**src/rtl/wq_pkg.sv**
```systemverilog
package wq_pkg;
  typedef struct packed {
    logic ce_n;
    logic oe_n;
    logic we_n;
  } strobe_pins_t;

  function automatic logic is_write_state(strobe_pins_t p);
    return !p.ce_n && !p.we_n && p.oe_n;
  endfunction

  function automatic logic strobe_released(strobe_pins_t p);
    return p.ce_n || p.we_n;
  endfunction
endpackage

```
**src/rtl/pwr_holdoff.sv**
```systemverilog
module pwr_holdoff #(
  parameter int HOLDOFF_CYC = 250000
) (
  input  logic clk,
  input  logic rst,
  input  logic supply_ok,
  output logic ready
);
  localparam int CW = $clog2(HOLDOFF_CYC + 1);
  localparam logic [CW-1:0] LAST = CW'(HOLDOFF_CYC - 1);

  logic [CW-1:0] cnt;

  always_ff @(posedge clk) begin
    if (rst || !supply_ok) begin
      cnt   <= '0;
      ready <= 1'b0;
    end else if (!ready) begin
      if (cnt == LAST) ready <= 1'b1;
      else             cnt   <= cnt + 1'b1;
    end
  end

  // a low supply sample removes readiness at the next edge
  a_r2_low_supply_clears: assert property (@(posedge clk) disable iff (rst)
    !supply_ok |=> !ready);

  // readiness can only appear after a good-supply sample
  a_r3_rise_needs_supply: assert property (@(posedge clk) disable iff (rst)
    $rose(ready) |-> $past(supply_ok));
endmodule

```
**src/rtl/strobe_filter.sv**
```systemverilog
module strobe_filter
  import wq_pkg::*;
#(
  parameter int MIN_LOW_CYC = 2
) (
  input  logic         clk,
  input  logic         rst,
  input  strobe_pins_t pins,
  output logic         hit
);
  localparam int CW = $clog2(MIN_LOW_CYC + 1);
  localparam logic [CW-1:0] LAST = CW'(MIN_LOW_CYC - 1);

  logic [CW-1:0] low_cnt;
  logic          fired;
  logic          wstate;
  logic          released;

  always_comb begin
    wstate   = is_write_state(pins);
    released = strobe_released(pins);
    hit      = wstate && !fired && (low_cnt == LAST);
  end

  always_ff @(posedge clk) begin
    if (rst || released) begin
      low_cnt <= '0;
      fired   <= 1'b0;
    end else if (!wstate) begin
      low_cnt <= '0;
    end else if (hit) begin
      fired   <= 1'b1;
    end else if (!fired) begin
      low_cnt <= low_cnt + 1'b1;
    end
  end

  // once a strobe has been taken, only a release can re-arm it
  a_r8_fired_holds: assert property (@(posedge clk) disable iff (rst)
    (fired && !released) |=> fired);
endmodule

```
**src/rtl/wr_gate_qualifier.sv**
```systemverilog
module wr_gate_qualifier
  import wq_pkg::*;
#(
  parameter int HOLDOFF_CYC = 250000,
  parameter int MIN_LOW_CYC = 2
) (
  input  logic clk,
  input  logic rst,
  input  logic supply_ok,
  input  logic ce_n,
  input  logic oe_n,
  input  logic we_n,
  output logic wr_start,
  output logic wr_allowed
);
  strobe_pins_t pins;
  logic         ready;
  logic         hit;

  assign pins = '{ce_n: ce_n, oe_n: oe_n, we_n: we_n};

  pwr_holdoff #(.HOLDOFF_CYC(HOLDOFF_CYC)) holdoff_i (
    .clk(clk), .rst(rst), .supply_ok(supply_ok), .ready(ready)
  );

  strobe_filter #(.MIN_LOW_CYC(MIN_LOW_CYC)) filter_i (
    .clk(clk), .rst(rst), .pins(pins), .hit(hit)
  );

  always_ff @(posedge clk) begin
    if (rst) wr_start <= 1'b0;
    else     wr_start <= hit && ready && supply_ok;
  end

  assign wr_allowed = ready;

  // the start pulse lasts one cycle
  a_r7_single_cycle: assert property (@(posedge clk) disable iff (rst)
    wr_start |=> !wr_start);

  // a pulse implies the write pin state at the edge that made it
  a_r5_pin_state: assert property (@(posedge clk) disable iff (rst)
    wr_start |-> $past(!ce_n && !we_n && oe_n));

  // a pulse implies the block was allowed and the supply good
  a_r2_allowed_before: assert property (@(posedge clk) disable iff (rst)
    wr_start |-> $past(wr_allowed && supply_ok));

  // outputs are quiet right after reset
  a_r1_reset_quiet: assert property (@(posedge clk)
    $past(rst) |-> (!wr_start && !wr_allowed));
endmodule

```
**config.mk**
```make
export PLATFORM = sky130hd
export DESIGN_NAME = wr_gate_qualifier
export DESIGN_NICKNAME = d
export VERILOG_FILES = /design/src/rtl/wq_pkg.sv /design/src/rtl/pwr_holdoff.sv /design/src/rtl/strobe_filter.sv /design/src/rtl/wr_gate_qualifier.sv
export SDC_FILE = /design/constraint.sdc
export NUM_CORES = 1
export LEC_CHECK = 0
export ABC_CLOCK_PERIOD_IN_PS = 2800
export CELL_PAD_IN_SITES_DETAIL_PLACEMENT = 1
export CELL_PAD_IN_SITES_GLOBAL_PLACEMENT = 1
export CORE_MARGIN = 2
export CORE_UTILIZATION = 51
export DETAILED_ROUTE_END_ITERATION = 6
export DONT_BUFFER_PORTS = 1
export GPL_TIMING_DRIVEN = 0
export PLACE_DENSITY_LB_ADDON = 0.1
export SLEW_MARGIN = 20
export SYNTH_ARGS = -nofsm -noshare
export SYNTH_HDL_FRONTEND = slang
export SYNTH_HIERARCHICAL = 1
export SYNTH_SLANG_ARGS = --single-unit
```
**constraint.sdc**
```tcl
create_clock -name clk -period 2.8 [get_ports clk]
set_input_delay 0.14 -clock clk [delete_from_list [all_inputs] [get_ports clk]]
set_output_delay 0.14 -clock clk [all_outputs]
set_load 0.05 [all_outputs]
```
==> results.ini, run 1 <==
[yosys]
synth_top_area_share_pct = 38.78
synth.distinct_cells = 42
synth_seq_cells = 23
async_reset_ff_share_pct = 0
avgSynthCellArea_um2 = 9.276
synth_area_leaders = dfxtp_1 39%, nand4bb_4 4.6%, nand2_1 3.5%
synth_common_cells = 23 x dfxtp_1, 11 x nand2_1, 10 x nor2_1, 6 x a21oi_1, 6 x nand3_1
synthCells = 128
yosys.area.top_type = dfxtp_1
synth_edf_count = 0
synth_fp_nets = 136
syn-cell-area_um2 = 1187
yosysWarnings = 6
ys.flop_type = dfxtp_1
synth-seq-area-share_pct = 38.78
yosysMostFrequentCell = dfxtp_1

[routing]
first_iter_violations = 11
wirelength_um = 2871
drt_pre_antenna_iters = 5
drc = 0
via_per_inst = 6.115
wl_per_cell_um = 17.40
dr_total_vias = 1009
drtAntennaViolNets = 0

[global_routing]
grt_pass1_wl_um = 4657
grt-ovfl-total = 0
use_met2_pct = 42.19
grt_max_degree = 14
grt_pass1_vias = 1025
met1_usage_pct = 28.52
grt_antenna_before_repair = 0
busiest_layer = met2
met3_usage_pct = 2.571
grt.total_usage_pct = 23.76

[finish]
final_nets = 146
drive_gt1_share_pct = 10.22
fillerInstances = 267
diodes = 0
area_delta_synth_final_pct = 9.484
fin_util_pct = 58.77

[clock_tree]
htreeDepth = 1
cts-buffers-inserted = 3
cts_buffer_depth = 2
post_cts_buffers = 0
insertion_delay_ps = 320
cts.root.buffer_cell = clkbuf_4
cts_tree = built
path_clk_slew_ps = 140
cts_sinks = 23

[floorplanning]
core_um2 = 2212
die-area_um2 = 2730
die_y_um = 52.25
num_rows = 17
initial_core_util_pct = 53.68
die_w_um = 52.25
io_pins = 8

[critical_path]
crit_type = flop to flop
path_max_fanout = 5
crit_path_start_kind = flop
setup.worst_path.end_class = flop
r2r-end = holdoff_i/cnt[4]$_SDFFE_PP0P_
ff2ff_path_depth = 5
cp.required_ps = 3040
crit_arrival_ps = 2200
r2r-start = holdoff_i/cnt[0]$_SDFFE_PP0P_
r2r_setup_slack_ps = 840

[timing]
period_share_pct = 69.98
hold_violations = 0
relSlewSlack_pct = 48.57
setup_viol_count_final = 0
clock_skew_ps = 1.900
drv_slew = 0
rsz0062_at_grt = no
period_needed_ps = 1959
fmax_ghz = 0.5103
hold_ws_ps = 18.04
fin_tns_setup_ps = 0
tightest_slew_ps = 770.5

[place]
gp_congestion = 0.7728
portBuffers = 0
dp_hpwl_um = 2040

[worst_hold_path]
worstHoldPathCells = 1
worstHoldStart = rst
min_to = wr_start$_SDFF_PP0_
hold_class = input pin to flop

[power]
irDropWorstVdd_mv = 0.2498
cellPowerDensity_nw_per_um2 = 410.1
p_leak_nw = 0.4409

[run]
drv_cap = 0

[status]
status = finished clean

-- final cells by class --
type                    instances  area, um^2  area share, %
clock buffers                   3       22.52          1.732
repair buffers                  5       50.05          3.850
clock inverters                 1       5.005         0.3850
flip-flops and latches         23       460.4          35.42
multi-input cells              97       693.2          53.32
plain buffers                   3       15.01          1.155
well taps                      28       35.03          2.695
inverters                       5       18.77          1.444
-- report_power, final --
part / internal (mW) / total (mW) / switching (mW) / leakage (nW)
sequential: 0.332 / 0.337 / 0.00488 / 0.186
clock: 0.0536 / 0.166 / 0.112 / 0.0177
combinational: 0.0160 / 0.0307 / 0.0147 / 0.237
total: 0.402 / 0.533 / 0.132 / 0.441
-- sequential cells by signal (all words and copies together) (netlist names) --
| register | cells |
|---|---|
| wr_start | 1 |
| filter_i/low_cnt | 2 |
| filter_i/fired | 1 |
| holdoff_i/cnt | 18 |
| holdoff_i/ready | 1 |
-- cells in the final DEF, fill, tap and decap left out, types with 4 or more instances in the layout --
cell and instances:
a21oi_1 6, inv_1 5, dlygate4sd3_1 5, xor2_1 4, nand3_1 6, nor2_1 10
dfxtp_1 23, xnor2_1 4, nand2_1 11
-- worst max-delay path by stage --
| stage | start | to | slack [ps] |
|---|---|---|---|
| 4_1_cts | holdoff_i/ready$_SDFF_PP0_ | holdoff_i/cnt[17]$_SDFFE_PP0P_ | 870 |
| 5_1_grt | holdoff_i/cnt[0]$_SDFFE_PP0P_ | holdoff_i/cnt[4]$_SDFFE_PP0P_ | 690 |
| 2_1_floorplan | holdoff_i/ready$_SDFF_PP0_ | holdoff_i/cnt[15]$_SDFFE_PP0P_ | 1100 |
| 6_report | holdoff_i/cnt[0]$_SDFFE_PP0P_ | holdoff_i/cnt[4]$_SDFFE_PP0P_ | 840 |
| 3_5_place_dp | holdoff_i/ready$_SDFF_PP0_ | holdoff_i/cnt[17]$_SDFFE_PP0P_ | 900 |
| 3_3_place_gp | holdoff_i/ready$_SDFF_PP0_ | holdoff_i/cnt[17]$_SDFFE_PP0P_ | 970 |
-- per-stage QoR --
stage                     cell area (um^2)  power (mW)  worst slack, ps  std cells
after floorplan                       1187      0.3630             1098        128
after global placement                1222      0.3687            974.3        156
after detailed placement              1222      0.3702            901.6        156
after CTS                             1290      0.5319            872.9        164
after global routing                  1300      0.5512            692.3        165
final                                 1300      0.5331            840.5        165
-- cells by family (layout without fill, tap and decap cells) --
| logic type | Yosys count | in the layout | share of synthesized area, % |
|---|---|---|---|
| buf+inv | 8 | 17 | 2.846 |
| flops | 23 | 23 | 38.78 |
| fa+ha+maj | 2 | 2 | 2.107 |
| xor+xnor | 8 | 8 | 5.900 |
| compound gates | 25 | 25 | 13.80 |
| simple gates | 62 | 62 | 36.57 |
-- worst max-delay path, stage by stage (launching register included) --
cell       delay [ps]
dfxtp_1           420
ha_1              250
nor4b_1           490
and3_1            350
a2111oi_0         130
a31o_1            230
-- metal layers --
layer,vias up,wire (um)
li1,503,-
met1,490,1359
met2,11,1411
met3,5,56
met4,0,43
met5,-,0
-- what timing repair did --
item	CTS	global route
hold buffers	4	1
hold endpoints to repair	2	1
resized for setup	0	0
(Power assumes the default switching activity.)
==> run 2, diff against run 1 <==
ABC_AREA = 1   (was not set)
ABC_CLOCK_PERIOD_IN_PS = 1750   (was 2800)
CORE_UTILIZATION = 39   (was 51)
clock period = 1.75 ns   (was 2.8 ns; I/O delays follow)
==> results.ini, run 2 <==
[status]
status = finished clean  ; unchanged

[power]
sw_frac_of_total_pct = 24.80  ; was 24.67%
pwr-share-comb_pct = 5.1  ; was 5.8%
switching_power_uw = 208.9  ; was 131.5 uW
cell_internal_pwr_uw = 633.6  ; was 401.6 uW
clkPwrFrac_pct = 32.0  ; was 31.1%
irDropWorstVdd_mv = 0.3385  ; was 0.2498 mV
p_leak_nw = 0.5574  ; was 0.4409 nW
seqPwrFrac_pct = 62.9  ; was 63.2%
cellPowerDensity_nw_per_um2 = 581.5  ; was 410.1 nW/um^2

[routing]
wirelength_um = 3238  ; was 2871 um
drtAntennaViolNets = 0  ; unchanged
dr_total_vias = 1228  ; was 1009
first_iter_violations = 31  ; was 11
drc = 0  ; unchanged
wl_per_cell_um = 12.80  ; was 17.40 um
via_per_inst = 4.854  ; was 6.115
drt_pre_antenna_iters = 4  ; was 5

[global_routing]
grt_antenna_before_repair = 0  ; unchanged
grt-ovfl-total = 0  ; unchanged
grt_pass1_vias = 1272  ; was 1025
grt_pass1_wl_um = 5658  ; was 4657 um
grt_max_degree = 15  ; was 14
grt.total_usage_pct = 20.28  ; was 23.76%

[clock_tree]
cts_buffer_depth = 2  ; unchanged
post_cts_buffers = 0  ; unchanged
htreeDepth = 1  ; unchanged
path_clk_slew_ps = 150  ; was 140 ps
cts_tree = built  ; unchanged
cts_sinks = 23  ; unchanged
insertion_delay_ps = 330  ; was 320 ps
cts-buffers-inserted = 3  ; unchanged
cts.root.buffer_cell = clkbuf_4  ; unchanged

[yosys]
yosysWarnings = 6  ; unchanged
synth_area_leaders = dfxtp_1 36%, nand2_1 13%, inv_1 7.6%  ; was dfxtp_1 39%, nand4bb_4 4.6%, nand2_1 3.5%
avgSynthCellArea_um2 = 6.528  ; was 9.276 um^2
synth_top_area_share_pct = 35.62  ; was 38.78%
yosysMostFrequentCell = nand2_1  ; was dfxtp_1
ys.flop_type = dfxtp_1  ; unchanged
synth_edf_count = 0  ; unchanged
synth_common_cells = 44 x nand2_1, 26 x inv_1, 26 x nor2_1, 23 x dfxtp_1, 19 x nand3_1  ; was 23 x dfxtp_1, 11 x nand2_1, 10 x nor2_1, 6 x a21oi_1, 6 x nand3_1
synth-seq-area-share_pct = 35.62  ; was 38.78%
synth_seq_cells = 23  ; unchanged
syn-cell-area_um2 = 1292  ; was 1187 um^2
synth.distinct_cells = 24  ; was 42
synthCells = 198  ; was 128
synth_fp_nets = 206  ; was 136
async_reset_ff_share_pct = 0  ; unchanged
yosys.area.top_type = dfxtp_1  ; unchanged

[place]
gp_congestion = 0.8076  ; was 0.7728
post-place-ws_ps = 79.33  ; was 901.6 ps
dp_hpwl_um = 2324  ; was 2040 um
portBuffers = 0  ; unchanged
placed_area_um2 = 1348  ; was 1222 um^2

[worst_hold_path]
min_to = filter_i/low_cnt[1]$_SDFFE_PP0P_  ; was wr_start$_SDFF_PP0_
worstHoldStart = we_n  ; was rst
hold_class = input pin to flop  ; unchanged
worstHoldPathCells = 5  ; was 1

[critical_path]
timing.critical_path.from = holdoff_i/cnt[0]$_SDFFE_PP0P_  ; unchanged
ff2ff_path_depth = 10  ; was 5
path_max_fanout = 4  ; was 5
r2r-start = holdoff_i/cnt[0]$_SDFFE_PP0P_  ; unchanged
r2r-end = holdoff_i/cnt[16]$_SDFFE_PP0P_  ; was holdoff_i/cnt[4]$_SDFFE_PP0P_
cp.required_ps = 1990  ; was 3040 ps
crit_arrival_ps = 1830  ; was 2200 ps
r2r_setup_slack_ps = 160  ; was 840 ps
crit_type = flop to flop  ; unchanged
setup.worst_path.end_class = flop  ; unchanged
crit_path_start_kind = flop  ; unchanged

[finish]
largest_reg_flops = 18  ; unchanged
final_common_cell = nand2_1  ; was dfxtp_1
final_nets = 218  ; was 146
mostFrequentLayoutCells = 44 x nand2_1, 26 x inv_1, 26 x nor2_1, 22 x dfxtp_1, 19 x nand3_1  ; was 23 x dfxtp_1, 11 x nand2_1, 10 x nor2_1, 6 x a21oi_1, 6 x nand3_1
fillerInstances = 450  ; was 267
regMostFlops = holdoff_i/cnt  ; unchanged
diodes = 0  ; unchanged
fin_util_pct = 46.69  ; was 58.77%
area_delta_synth_final_pct = 12.10  ; was 9.484%
top_regs = holdoff_i/cnt (18), filter_i/low_cnt (2)  ; unchanged
drive_gt1_share_pct = 15.79  ; was 10.22%
finalInstanceArea_um2 = 1449  ; was 1300 um^2

[timing]
period_needed_ps = 1589  ; was 1959 ps
fin_tns_setup_ps = 0  ; unchanged
relSlewSlack_pct = 68.31  ; was 48.57%
clock_skew_ps = 14.56  ; was 1.900 ps
tightest_slew_ps = 475.3  ; was 770.5 ps
setup_ws_ps = 160.7  ; was 840.5 ps
period_share_pct = 90.82  ; was 69.98%
drv_slew = 0  ; unchanged
hold_violations = 0  ; unchanged
setup_viol_count_final = 0  ; unchanged
fmax_ghz = 0.6292  ; was 0.5103 GHz
rsz0062_at_grt = no  ; unchanged

[floorplanning]
die_w_um = 61.57  ; was 52.25 um
core_um2 = 3103  ; was 2212 um^2
die_y_um = 61.57  ; was 52.25 um
io_pins = 8  ; unchanged
die-area_um2 = 3791  ; was 2730 um^2
initial_core_util_pct = 41.65  ; was 53.68%
num_rows = 20  ; was 17

[run]
drv_cap = 0  ; unchanged

-- run 2: changes by cell type in the layout (fill, tap and decap cells not counted), sizes merged, moves of 4 or more --
cell	delta
nand2	+38
inv	+27
nor2	+26
nand3	+16
a21oi	+6
nor4	-4
xnor2	-4
-- run 2: layout make-up --
class / count / area, um^2 / area share (%)
Clock buffer: 3 / 22.52 / 1.554
Inverter: 33 / 123.9 / 8.549
Multi-Input combinational cell: 139 / 688.2 / 47.50
Timing Repair Buffer: 7 / 70.07 / 4.836
Tap cell: 44 / 55.05 / 3.800
Buffer: 3 / 20.02 / 1.382
Sequential cell: 23 / 461.7 / 31.87
Clock inverter: 1 / 7.507 / 0.5181
-- run 2: metrics by stage --
step | hold WS, ps | instances | power, mW
2_1_floorplan | 222.2 | 198 | 0.5633
3_3_place_gp | 223.5 | 242 | 0.5686
3_5_place_dp | 230.3 | 242 | 0.5709
4_1_cts | 1.009 | 253 | 0.8569
5_1_grt | 25.45 | 253 | 0.8831
6_report | 16.38 | 253 | 0.8425
-- run 2: worst max path at each step --
stage                                      to  slack (ps)  depth (start not counted)
3_3_place_gp   holdoff_i/cnt[13]$_SDFFE_PP0P_          90                          6
5_1_grt        holdoff_i/cnt[16]$_SDFFE_PP0P_          20                         10
4_1_cts        holdoff_i/cnt[13]$_SDFFE_PP0P_          40                          6
3_5_place_dp   holdoff_i/cnt[13]$_SDFFE_PP0P_          80                          6
2_1_floorplan  holdoff_i/cnt[13]$_SDFFE_PP0P_         380                          6
6_report       holdoff_i/cnt[16]$_SDFFE_PP0P_         160                         10
-- run 2: timing repair --
| item | 4_1_cts | 5_1_grt |
|---|---|---|
| resized for setup | 0 | 1 |
| hold buffers | 7 | 0 |
| hold endpoints to repair | 4 | 0 |
| setup endpoints to repair | 0 | 4 |
-- run 2: layer usage --
layer | wire length (um) | part of all wire (%) | track usage, % | up-vias
li1 | - | - | - | 649
met1 | 1584 | 49 | 25.54 | 570
met2 | 1569 | 48 | 34.89 | 4
met3 | 34 | 1.1 | 3.151 | 5
met4 | 49 | 1.5 | 7.295 | 0
met5 | 0 | 0 | 0 | -
-- run 2: power groups by stage --
stage | registers (mW) | clock network, mW | logic [mW]
2_1_floorplan | 0.541 | 0 | 0.0225
3_3_place_gp | 0.541 | 0 | 0.0275
3_5_place_dp | 0.542 | 0 | 0.0292
4_1_cts | 0.530 | 0.285 | 0.0414
5_1_grt | 0.531 | 0.304 | 0.0479
6_report | 0.530 | 0.269 | 0.0431
-- run 2: kinds of logic (layout without fill, tap and decap cells) --
logic type                 Yosys count  count (layout)  synth area share [%]
adders and majority gates            2               2                 1.936
AOI/OAI and AO/OA                   20              20                 8.035
DFF                                 23              23                 35.62
buffers and inverters               36              47                 11.13
and+or+nand+nor                    116             116                 42.59
xor gates and xnor gates             1               1                0.6778
-- run 2: critical path: stages (launching register included) --
cell and delay [ps]:
dfxtp_1 430, ha_1 230, inv_2 70, nor2_4 150, nand2_1 90, nor2_2 140, nand2_1 120, nor2_2 110
nand2_1 60, nand2_1 60, nor2_1 40
